File: config.mk
export PLATFORM = sky130hd
export DESIGN_NAME = ctr_channel
export DESIGN_NICKNAME = d
export VERILOG_FILES = /design/src/rtl/ctr_pkg.sv /design/src/rtl/ctr_cmd_decode.sv /design/src/rtl/ctr_port.sv /design/src/rtl/ctr_core.sv /design/src/rtl/ctr_channel.sv
export SDC_FILE = /design/constraint.sdc
export NUM_CORES = 1
export LEC_CHECK = 0
export BUFFER_PORTS_ARGS = -buffer_cell sky130_fd_sc_hd__buf_2
export CAP_MARGIN = 20
export CELL_PAD_IN_SITES_DETAIL_PLACEMENT = 1
export CELL_PAD_IN_SITES_GLOBAL_PLACEMENT = 2
export CORE_MARGIN = 2
export CORE_UTILIZATION = 36
export CTS_CLUSTER_SIZE = 20
export DETAILED_ROUTE_END_ITERATION = 10
export GPL_ROUTABILITY_DRIVEN = 0
export PLACE_DENSITY_LB_ADDON = 0.25
export REMOVE_ABC_BUFFERS = 1
export SLEW_MARGIN = 20
export SYNTH_ARGS = -nofsm -noshare
export SYNTH_HDL_FRONTEND = slang
export SYNTH_SLANG_ARGS = --single-unit
File: constraint.sdc
create_clock -name clk -period 3.4 [get_ports clk]
set_input_delay 0.68 -clock clk [delete_from_list [all_inputs] [get_ports clk]]
set_output_delay 0.68 -clock clk [all_outputs]
set_load 0.01 [all_outputs]
File: src/rtl/ctr_pkg.sv
// Shared types for the counter channel.
// Assumes the control byte layout: [7:5] target, [4:0] payload.
package ctr_pkg;

    localparam logic [2:0] TGT_CMD  = 3'b000;
    localparam logic [2:0] TGT_MODE = 3'b001;
    localparam logic [2:0] TGT_IO   = 3'b010;
    localparam logic [2:0] TGT_IDX  = 3'b011;

    typedef enum logic [1:0] {
        MODE_FREE  = 2'd0,
        MODE_LIMIT = 2'd1,
        MODE_HOLD  = 2'd2,
        MODE_WRAPN = 2'd3
    } cmode_e;

    typedef struct packed {
        logic ptr_rst;
        logic clr_cnt;
        logic clr_flags;
        logic clr_err;
        logic load;
        logic latch;
        logic psc;
    } cmd_t;

endpackage

File: src/rtl/ctr_cmd_decode.sv
// Decodes one control-port write into command strobes and
// configuration write enables. Purely combinational.
// Assumes ctl_wr is high for exactly the cycles of a control write.
module ctr_cmd_decode
    import ctr_pkg::*;
(
    input  logic       ctl_wr,
    input  logic [7:0] ctl_byte,
    output cmd_t       cmd,
    output logic       mode_we,
    output logic       io_we,
    output logic       idx_we
);
    logic [2:0] tgt;
    logic       is_cmd;

    assign tgt    = ctl_byte[7:5];
    assign is_cmd = ctl_wr && (tgt == TGT_CMD);

    // Split the target select into write enables
    always_comb begin
        mode_we = ctl_wr && (tgt == TGT_MODE);
        io_we   = ctl_wr && (tgt == TGT_IO);
        idx_we  = ctl_wr && (tgt == TGT_IDX);
    end

    // Orthogonal command fields: [0] pointer, [2:1] clears, [4:3] transfers
    always_comb begin
        cmd.ptr_rst   = is_cmd && ctl_byte[0];
        cmd.clr_cnt   = is_cmd && (ctl_byte[2:1] == 2'd1);
        cmd.clr_flags = is_cmd && (ctl_byte[2:1] == 2'd2);
        cmd.clr_err   = is_cmd && (ctl_byte[2:1] == 2'd3);
        cmd.load      = is_cmd && (ctl_byte[4:3] == 2'd1);
        cmd.latch     = is_cmd && (ctl_byte[4:3] == 2'd2);
        cmd.psc       = is_cmd && (ctl_byte[4:3] == 2'd3);
    end

endmodule

File: src/rtl/ctr_port.sv
// Register file of the channel: byte pointer, preset, output latch,
// configuration registers and prescaler byte.
// Assumes CW is a multiple of 8; data reads and writes share one pointer.
module ctr_port
    import ctr_pkg::*;
#(
    parameter int CW    = 24,
    parameter int BYTES = CW / 8,
    parameter int PW    = (BYTES > 1) ? $clog2(BYTES) : 1
) (
    input  logic          clk,
    input  logic          rst_n,
    input  logic          data_wr,
    input  logic          data_rd,
    input  logic [7:0]    wr_data,
    input  cmd_t          cmd,
    input  logic          mode_we,
    input  logic          io_we,
    input  logic          idx_we,
    input  logic [CW-1:0] count_i,
    output logic [CW-1:0] preset_o,
    output logic [7:0]    latch_byte_o,
    output logic [4:0]    mode_cfg_o,
    output logic [4:0]    io_cfg_o,
    output logic [1:0]    idx_cfg_o,
    output logic [7:0]    psc_o
);
    localparam logic [PW-1:0] LAST = PW'(BYTES - 1);

    logic [PW-1:0] ptr;
    logic [CW-1:0] latch;
    logic [7:0]    lat_lane [BYTES];

    // Byte pointer: home on command, else step and wrap on data access
    always_ff @(posedge clk) begin
        if (!rst_n)                ptr <= '0;
        else if (cmd.ptr_rst)      ptr <= '0;
        else if (data_wr || data_rd)
            ptr <= (ptr == LAST) ? '0 : ptr + PW'(1);
    end

    // Preset: data-port writes land in the lane the pointer names
    always_ff @(posedge clk) begin
        if (!rst_n) preset_o <= '0;
        else if (data_wr) begin
            for (int i = 0; i < BYTES; i++)
                if (ptr == PW'(i)) preset_o[i*8 +: 8] <= wr_data;
        end
    end

    // Output latch: snapshot of the count on the latch command
    always_ff @(posedge clk) begin
        if (!rst_n)         latch <= '0;
        else if (cmd.latch) latch <= count_i;
    end

    // Configuration registers and prescaler byte
    always_ff @(posedge clk) begin
        if (!rst_n) begin
            mode_cfg_o <= '0;
            io_cfg_o   <= '0;
            idx_cfg_o  <= '0;
            psc_o      <= '0;
        end else begin
            if (mode_we) mode_cfg_o <= wr_data[4:0];
            if (io_we)   io_cfg_o   <= wr_data[4:0];
            if (idx_we)  idx_cfg_o  <= wr_data[1:0];
            if (cmd.psc) psc_o      <= preset_o[7:0];
        end
    end

    for (genvar g = 0; g < BYTES; g++) begin : g_lane
        assign lat_lane[g] = latch[g*8 +: 8];
    end

    assign latch_byte_o = lat_lane[ptr];


    ptr_home_chk: assert property (@(posedge clk) disable iff (!rst_n)
        cmd.ptr_rst |=> (ptr == '0));


    latch_cap_chk: assert property (@(posedge clk) disable iff (!rst_n)
        cmd.latch |=> (latch == $past(count_i)));

endmodule

File: src/rtl/ctr_core.sv
// Count register, mode handling, toggle/error/direction flags and the
// selected event pulse. Commands take priority over count steps.
// Assumes preset is stable in the cycle it is loaded.
module ctr_core
    import ctr_pkg::*;
#(
    parameter int CW = 24
) (
    input  logic          clk,
    input  logic          rst_n,
    input  cmd_t          cmd,
    input  logic [CW-1:0] preset,
    input  logic [4:0]    mode_cfg,
    input  logic [4:0]    io_cfg,
    input  logic          cnt_step,
    input  logic          cnt_up,
    input  logic          index_pulse,
    input  logic          noise_err,
    output logic [CW-1:0] count_o,
    output logic          bt_o,
    output logic          ct_o,
    output logic          err_o,
    output logic          ud_o,
    output logic          event_o
);
    localparam logic [CW-1:0] CMAX = {CW{1'b1}};

    cmode_e        mode;
    logic          halt, nxt_halt;
    logic          step, idx_load, stepped, carry, borrow, hit;
    logic [CW-1:0] ceil, nxt;

    assign mode     = cmode_e'(mode_cfg[2:1]);
    assign step     = cnt_step && io_cfg[0] && !halt;
    assign idx_load = index_pulse && !io_cfg[1];
    assign ceil     = (mode == MODE_LIMIT || mode == MODE_WRAPN) ? preset : CMAX;

    // Next count: clear, then load, then a mode-dependent step
    always_comb begin
        nxt      = count_o;
        nxt_halt = halt;
        carry    = 1'b0;
        borrow   = 1'b0;
        stepped  = 1'b0;
        if (cmd.clr_cnt) begin
            nxt      = '0;
            nxt_halt = 1'b0;
        end else if (cmd.load || idx_load) begin
            nxt      = preset;
            nxt_halt = 1'b0;
        end else if (step) begin
            stepped = 1'b1;
            if (cnt_up) begin
                if (count_o == ceil) begin
                    carry = 1'b1;
                    nxt   = (mode == MODE_LIMIT) ? count_o : '0;
                    if (mode == MODE_HOLD) nxt_halt = 1'b1;
                end else begin
                    nxt = count_o + CW'(1);
                end
            end else begin
                if (count_o == '0) begin
                    borrow = 1'b1;
                    case (mode)
                        MODE_LIMIT: nxt = '0;
                        MODE_WRAPN: nxt = preset;
                        default:    nxt = CMAX;
                    endcase
                    if (mode == MODE_HOLD) nxt_halt = 1'b1;
                end else begin
                    nxt = count_o - CW'(1);
                end
            end
        end
    end

    assign hit = stepped && (nxt == preset);

    // Count and halt state
    always_ff @(posedge clk) begin
        if (!rst_n) begin
            count_o <= '0;
            halt    <= 1'b0;
        end else begin
            count_o <= nxt;
            halt    <= nxt_halt;
        end
    end

    // Flags: toggles, error, direction; clears win over updates
    always_ff @(posedge clk) begin
        if (!rst_n) begin
            bt_o  <= 1'b0;
            ct_o  <= 1'b0;
            err_o <= 1'b0;
            ud_o  <= 1'b0;
        end else begin
            if (cmd.clr_flags) begin
                bt_o <= 1'b0;
                ct_o <= 1'b0;
            end else begin
                bt_o <= bt_o ^ borrow;
                ct_o <= ct_o ^ carry;
            end
            if (cmd.clr_err)     err_o <= 1'b0;
            else if (noise_err)  err_o <= 1'b1;
            if (stepped)         ud_o  <= cnt_up;
        end
    end

    // Event pulse for the source chosen in io_cfg[4:3]
    always_ff @(posedge clk) begin
        if (!rst_n) event_o <= 1'b0;
        else begin
            case (io_cfg[4:3])
                2'd0:    event_o <= carry;
                2'd1:    event_o <= hit;
                2'd2:    event_o <= carry || borrow;
                default: event_o <= index_pulse;
            endcase
        end
    end


    clear_wins_chk: assert property (@(posedge clk) disable iff (!rst_n)
        cmd.clr_cnt |=> (count_o == '0));


    limit_hold_chk: assert property (@(posedge clk) disable iff (!rst_n)
        (mode == MODE_LIMIT && cnt_step && io_cfg[0] && cnt_up &&
         count_o == preset && !cmd.clr_cnt && !cmd.load && !idx_load)
        |=> $stable(count_o));


    gate_off_chk: assert property (@(posedge clk) disable iff (!rst_n)
        (!io_cfg[0] && !cmd.clr_cnt && !cmd.load && !idx_load)
        |=> $stable(count_o));


    carry_flip_chk: assert property (@(posedge clk) disable iff (!rst_n)
        (carry && !cmd.clr_flags) |=> (ct_o != $past(ct_o)));

endmodule

File: src/rtl/ctr_channel.sv
// Top of the counter channel: control decode, register file and count
// core, plus the read-data multiplexer for the two ports.
// Assumes one access per cycle on the shared port select.
module ctr_channel
    import ctr_pkg::*;
#(
    parameter int CW = 24
) (
    input  logic       clk,
    input  logic       rst_n,
    input  logic       port_sel,
    input  logic       wr_en,
    input  logic       rd_en,
    input  logic [7:0] wr_data,
    output logic [7:0] rd_data,
    input  logic       cnt_step,
    input  logic       cnt_up,
    input  logic       index_pulse,
    input  logic       noise_err,
    output logic       event_o,
    output logic [7:0] prescale_o,
    output logic [1:0] quad_scale_o,
    output logic [1:0] index_cfg_o
);
    localparam int BYTES = CW / 8;
    localparam int PW    = (BYTES > 1) ? $clog2(BYTES) : 1;

    cmd_t          cmd;
    logic          mode_we, io_we, idx_we;
    logic [CW-1:0] count, preset;
    logic [7:0]    latch_byte;
    logic [4:0]    mode_cfg, io_cfg;
    logic          bt, ct, err, ud;

    ctr_cmd_decode u_dec (
        .ctl_wr   (port_sel && wr_en),
        .ctl_byte (wr_data),
        .cmd      (cmd),
        .mode_we  (mode_we),
        .io_we    (io_we),
        .idx_we   (idx_we)
    );

    ctr_port #(.CW(CW), .BYTES(BYTES), .PW(PW)) u_port (
        .clk          (clk),
        .rst_n        (rst_n),
        .data_wr      (!port_sel && wr_en),
        .data_rd      (!port_sel && rd_en),
        .wr_data      (wr_data),
        .cmd          (cmd),
        .mode_we      (mode_we),
        .io_we        (io_we),
        .idx_we       (idx_we),
        .count_i      (count),
        .preset_o     (preset),
        .latch_byte_o (latch_byte),
        .mode_cfg_o   (mode_cfg),
        .io_cfg_o     (io_cfg),
        .idx_cfg_o    (index_cfg_o),
        .psc_o        (prescale_o)
    );

    ctr_core #(.CW(CW)) u_core (
        .clk         (clk),
        .rst_n       (rst_n),
        .cmd         (cmd),
        .preset      (preset),
        .mode_cfg    (mode_cfg),
        .io_cfg      (io_cfg),
        .cnt_step    (cnt_step),
        .cnt_up      (cnt_up),
        .index_pulse (index_pulse),
        .noise_err   (noise_err),
        .count_o     (count),
        .bt_o        (bt),
        .ct_o        (ct),
        .err_o       (err),
        .ud_o        (ud),
        .event_o     (event_o)
    );

    assign quad_scale_o = mode_cfg[4:3];

    // Read mux: status byte on the control port, latch lane on data
    always_comb begin
        if (port_sel) rd_data = {2'b00, ud, err, 2'b00, ct, bt};
        else          rd_data = latch_byte;
    end

endmodule

==> qor.txt, run 1 <==
Async SR Flop Fraction: 0%
crit-path max cell delay: 370 ps
CORE AREA: 20300 um2
CTS tree: built
slew margin rel.: 47.6%
die width: 148 um
startpoint types: flop
Ant. Diodes: 0
RSZ-0062 raised after global routing: true
Syn Area/Cell: 6.93 um2
drt wl/cell: 25.3 um
Fmax: 290 MHz
Crit-path slowest cell: dfxtp_4
worst path bufs/invs: 6
PwrDens: 313 nW/um2
critical-path maximum fanout: 6
GR Overflow Total: 0
largest cells by area after synthesis: dfxtp_1, nand2_1, a21oi_1, nor2_1, mux2i_1
Vias: 9302
Worst Hold Depth: 2
flip-flop and latch count after synthesis: 98
clk_lat worst skew: 360 ps
failing checks: negative setup slack
# setup viols final: 1
R2R depth: 16
Nets: 1238
clock sink total: 98
commonest cells after routing, fill and taps aside: nand2_1, buf_4, a21oi_1
IO Port Bufs: 37
share of post-route cells with drive strength above 1: 26.7%
CP arrival: 3720 ps
Die Area: 21900 um2
Max-Cap Viols: 0
DRC Markers: 0
worst slew pin tran: 785 ps
Max Slew Vio Count: 0
CTS Buf Count: 9
first-pass GRT wire length: 57100 um
reg2reg setup slack: -50 ps
Area Overhead vs Synth: 29.3%
Top delay family on crit path: compound AO/OA/AOI/OAI gates
Yosys top cell by area: dfxtp_1
Most Frequent Cell on Critical Path: buf_4
post-route ant nets: 0
number of global-route vias before repair: 9301
Die Ht: 148 um
Starting Density: 36.8%
worst setup margin: -54.2 ps
Post-synth EDFFs: 0
clock root cell: clkbuf_16
Gate Count Post-Synth: 1079
Tmin final: 3450 ps
P_leak: 3.70 nW
drt first pass iters: 5
area taken by multi-input logic gates: 5140 um2
CTS Hold Bufs: 0
final hold violations: 0
maximum vdd ir drop: 0.000256 V
CP Cell Sequence: inv_2, buf_4, buf_6, o211ai_1, a222oi_1, nand4_2, buf_6, buf_4, o31a_1, buf_4, o211ai_1, and3_4, or3_1, o211a_1, nand4_1, o41ai_2
starting DRC count in detailed routing: 840
CP Data Required Time: 3670 ps
library cells used by synthesis: 85
fill cell count: 2610
Final period util: 102%
total power: 0.00302 W
Worst Skew: 11.3 ps
Seq/Total Area, Yosys: 26.2%
Avg Vias per Cell: 6.23
number of cells on the critical path: 16
largest net degree at the start of global routing: 70
Setup Crit Path Kind: reg2reg
commonest non-fill, non-tap cell in the layout: nand2_1
HP Class: reg2reg
Post-Syn Area: 7480 um2
Yosys top cell area share: 26.2%
outcome: finished, violations left
pre-CTS WS: -275 ps
Rows: 52
final wirelength: 37700 um
CP Capture Type: flop
maximum root-to-sink buffer count: 2
gr usage total: 34.2%
initial antenna violation count: 0
Top FF cell, synth: dfxtp_1
H-tree level count: 3
Sequential Area: 1980 um2
Yosys warning total: 0
DP HPWL: 29200 um
Top Ports: 38
Worst-path clk slew: 80 ps
-- sequential cells by signal, summed over array words and instances, names as in the netlist, 2 cells and up --
name,count
u_core.count_o,24
u_port.idx_cfg_o,2
u_port.io_cfg_o,4
u_port.latch,24
u_port.mode_cfg_o,4
u_port.preset_o,24
u_port.psc_o,8
u_port.ptr,2
-- layer usage --
| metal | share of wire (%) | vias to the layer above | global-route usage, % |
|---|---|---|---|
| li1 | - | 4154 | - |
| met2 | 44 | 503 | 53.2 |
| met1 | 42 | 4512 | 45.8 |
| met3 | 8.5 | 133 | 6.10 |
| met5 | 0 | - | 0 |
| met4 | 5.3 | 0 | 17.0 |
-- synthesized netlist by cell type, types with 4 or more instances --
library cell	n
nand4_1	19
or4_1	8
xnor2_1	15
clkbuf_1	86
a32oi_1	6
a211oi_1	15
nand4b_1	8
nor3_1	39
xor2_1	15
nor2b_1	6
o211ai_1	15
o41ai_1	4
a2bb2oi_1	4
o22ai_1	9
buf_2	17
nor4_1	15
o21ai_0	28
mux2i_1	34
nor2_1	94
a21oi_1	105
a21o_1	5
inv_1	12
dfxtp_1	98
nor3b_1	10
nand3b_1	4
buf_1	9
and3_1	10
a2111oi_0	4
o31ai_1	13
nand3_1	35
o31a_1	4
mux2_2	6
nand2b_1	5
a31oi_1	10
nand2_1	199
a311oi_1	5
or3_1	9
and2_1	13
-- report_power, final --
group / switching, W / internal, W
sequential: 0.0000568 / 0.00117
clock: 0.000520 / 0.000534
combinational: 0.000437 / 0.000305
-- metrics by stage --
stage	utilization, %	hold slack (ps)	TNS (ps)	cells	area (um2)
4_1_cts	47.1	461	0	1493	9550
6_report	47.6	458	-54.2	1493	9660
3_3_place_gp	45.0	444	-144	1472	9130
2_1_floorplan	-	436	-2270	960	6970
3_5_place_dp	45.0	450	-299	1472	9130
5_1_grt	47.6	486	-112	1493	9660
-- final timing paths --
kind,startpoint,end
worst max-delay path,u_port.mode_cfg_o[1]$_SDFFE_PN0P_,u_core.event_o$_SDFF_PN0_
worst min-delay path,u_port.latch[16]$_SDFFE_PN0P_,u_port.latch[16]$_SDFFE_PN0P_
worst max register to register,u_port.mode_cfg_o[1]$_SDFFE_PN0P_,u_core.event_o$_SDFF_PN0_
worst min register to register,u_port.latch[16]$_SDFFE_PN0P_,u_port.latch[16]$_SDFFE_PN0P_
-- tightest hold or removal path: cells and delay by family (launching register included) --
kind / cells / cell delay [ps]
and+or+nand+nor: 1 / 50
DFF: 1 / 310
AOI/OAI and AO/OA: 1 / 50
-- cells by family after synthesis --
logic type / after synthesis / synth area share, %
AOI/OAI and AO/OA: 276 / 24.5
xor gates and xnor gates: 30 / 3.51
adders and majority gates: 3 / 0.502
buffers and inverters: 133 / 7.43
DFF: 98 / 26.2
muxes: 40 / 5.46
and+or+nand+nor: 499 / 32.4
-- timing repair --
action | 4_1_cts | 5_1_grt
setup buffers | 5 | 0
gates resized for setup | 26 | 27
setup endpoints to repair | 2 | 1
pin swaps | 8 | 6
-- cell type report --
cell class,instances,share of cell area [%]
Tap cell,270,3.50
Multi-Input combinational cell,848,53.1
Sequential cell,98,20.5
Clock buffer,10,2.47
Inverter,14,0.544
Timing Repair Buffer,247,19.2
Clock inverter,6,0.634
No activity file was read; power rests on OpenSTA's default activity.
==> inputs of run 2 (changes only) <==
--- a/config.mk
+++ b/config.mk
@@ -10,7 +10,7 @@
 export CELL_PAD_IN_SITES_DETAIL_PLACEMENT = 1
 export CELL_PAD_IN_SITES_GLOBAL_PLACEMENT = 2
 export CORE_MARGIN = 2
-export CORE_UTILIZATION = 36
+export CORE_UTILIZATION = 32
 export CTS_CLUSTER_SIZE = 20
 export DETAILED_ROUTE_END_ITERATION = 10
 export GPL_ROUTABILITY_DRIVEN = 0
==> constraint.sdc (replaced) <==
create_clock -name clk -period 3 [get_ports clk]
set_input_delay 0.6 -clock clk [delete_from_list [all_inputs] [get_ports clk]]
set_output_delay 0.6 -clock clk [all_outputs]
set_load 0.01 [all_outputs]
==> run 2 against run 1 <==
Compared with the run above: the run still ends with negative setup slack left; die area is 12% higher; via count is 7.5% higher; final area is 14% higher; wire length is 12% higher; sequential power is 12% higher; clock-buffer cell count stayed put; critical endpoint unchanged; clock power is 25% higher; worst setup slack worse by 540 ps; cell count is 11% higher; register-to-register slack worse by 540 ps; sequential share of layout area is 2.5 points lower; combinational power is 37% higher.
==> qor.txt, run 2 (synthesized netlist as in run 1, its figures left out) <==
outcome: finished, violations left
failing checks: negative setup slack
DP HPWL: 32200 um
Crit-path slowest cell: a222oi_1
first-pass GRT wire length: 61900 um
clock root cell: clkbuf_16
Largest regs: u_core.count_o (24), u_port.latch (24), u_port.preset_o (24)
DP Area: 9900 um2
starting DRC count in detailed routing: 977
initial antenna violation count: 1
Vias: 9999
CP arrival: 3850 ps
post-route ant nets: 0
R2R depth: 13
DRC Markers: 0
CP Data Required Time: 3250 ps
CP Capture Type: flop
CTS Buf Count: 9
CORE AREA: 22800 um2
maximum root-to-sink buffer count: 2
pre-CTS WS: -812 ps
CTS tree: built
commonest non-fill, non-tap cell in the layout: buf_4
P_leak: 4.38 nW
PwrDens: 336 nW/um2
Die Ht: 157 um
FF-to-FF Start: u_core.count_o[16]$_SDFF_PN0_
Placed Instances: 1608
clock sink total: 98
Area Overhead vs Synth: 47.5%
Ant. Diodes: 0
CP Cell Sequence: buf_4, nor3b_4, a2bb2oi_2, a222oi_1, nand4_4, buf_6, or3_4, o31ai_1, nand2_1, mux2i_1, o211a_1, nand4_1, o41ai_2
Die Area: 24600 um2
crit-path max cell delay: 480 ps
HP Class: reg2reg
Rows: 55
die width: 157 um
Avg Vias per Cell: 6.06
Final period util: 120%
IO Port Bufs: 37
fill cell count: 2887
gr usage total: 34.0%
share of post-route cells with drive strength above 1: 36.4%
Tmin final: 3590 ps
clk_lat worst skew: 370 ps
commonest cells after routing, fill and taps aside: buf_4, nand2_1, a21oi_1
design area: 11000 um2
Starting Density: 32.8%
maximum vdd ir drop: 0.000265 V
CTS Hold Bufs: 0
Fmax: 278 MHz
Setup Crit Path Kind: reg2reg
Worst Skew: 13.3 ps
drt first pass iters: 8
slew margin rel.: 56.7%
CP Launch Point: u_core.count_o[16]$_SDFF_PN0_
crit path to: u_core.event_o$_SDFF_PN0_
final wirelength: 42300 um
worst setup margin: -592 ps
number of global-route vias before repair: 9822
largest net degree at the start of global routing: 37
RSZ-0062 raised after global routing: true
Worst-path clk slew: 80 ps
startpoint types: flop
GR Overflow Total: 0
drt wl/cell: 25.7 um
reg2reg setup slack: -590 ps
Max-Cap Viols: 0
total power: 0.00371 W
critical-path maximum fanout: 5
Top Ports: 38
# setup viols final: 5
Max Slew Vio Count: 0
fin cells: 1650
Nets: 1352
end of the worst register-to-register path: u_core.event_o$_SDFF_PN0_
H-tree level count: 3
worst slew pin tran: 648 ps
final hold violations: 0
Core Util, Final: 48.4%
run 2: repair_timing:
action | 4_1_cts | 5_1_grt
gates cloned | 0 | 1
gates resized for setup | 74 | 55
pin swaps | 28 | 24
buffers inserted | 9 | 16
setup endpoints to repair | 13 | 12
run 2: area by class of cell:
type	count	area [um2]	share of cell area, %
clock buffers	10	239	2.17
clock inverters	6	82.6	0.749
inverters	14	52.6	0.476
multi-input cells	848	5480	49.7
flip-flops and latches	98	1980	18.0
well taps	313	392	3.55
repair buffers	361	2800	25.4
run 2: worst min-delay path by stage:
stage,cells past startpoint,start,end
after floorplan,2,u_port.latch[0]$_SDFFE_PN0P_,u_port.latch[0]$_SDFFE_PN0P_
after global placement,2,u_port.latch[7]$_SDFFE_PN0P_,u_port.latch[7]$_SDFFE_PN0P_
after detailed placement,2,u_port.latch[1]$_SDFFE_PN0P_,u_port.latch[1]$_SDFFE_PN0P_
after CTS,2,u_port.io_cfg_o[1]$_SDFFE_PN0P_,u_port.io_cfg_o[1]$_SDFFE_PN0P_
after global routing,2,u_port.latch[14]$_SDFFE_PN0P_,u_port.latch[14]$_SDFFE_PN0P_
final,2,u_port.io_cfg_o[1]$_SDFFE_PN0P_,u_port.io_cfg_o[1]$_SDFFE_PN0P_
run 2: through the flow:
step | hold WS (ps) | TNS, ps
6_report | 456 | -946
2_1_floorplan | 436 | -10400
3_5_place_dp | 448 | -2310
4_1_cts | 459 | -418
5_1_grt | 481 | -1670
3_3_place_gp | 444 | -1660
run 2: worst max-delay path, delay by kind of cell, from the launching register on:
kind	cells	cell delay, ps
and+or+nand+nor	5	1040
AOI/OAI and AO/OA	5	1250
DFF	1	390
muxes	1	470
buffers and inverters	2	330
run 2: power by group:
part | switching (W) | internal [W] | leakage [nW]
logic | 0.000581 | 0.000436 | 3.43
registers | 0.0000515 | 0.00133 | 0.800
clock network | 0.000620 | 0.000691 | 0.154
run 2: per-layer routing:
layer,vias up,global-route usage [%],part of all wire [%]
li1,4380,-,-
met1,4883,43.6,40
met5,-,0,0.031
met4,2,17.0,6.0
met3,165,6.81,9.0
met2,569,54.3,45
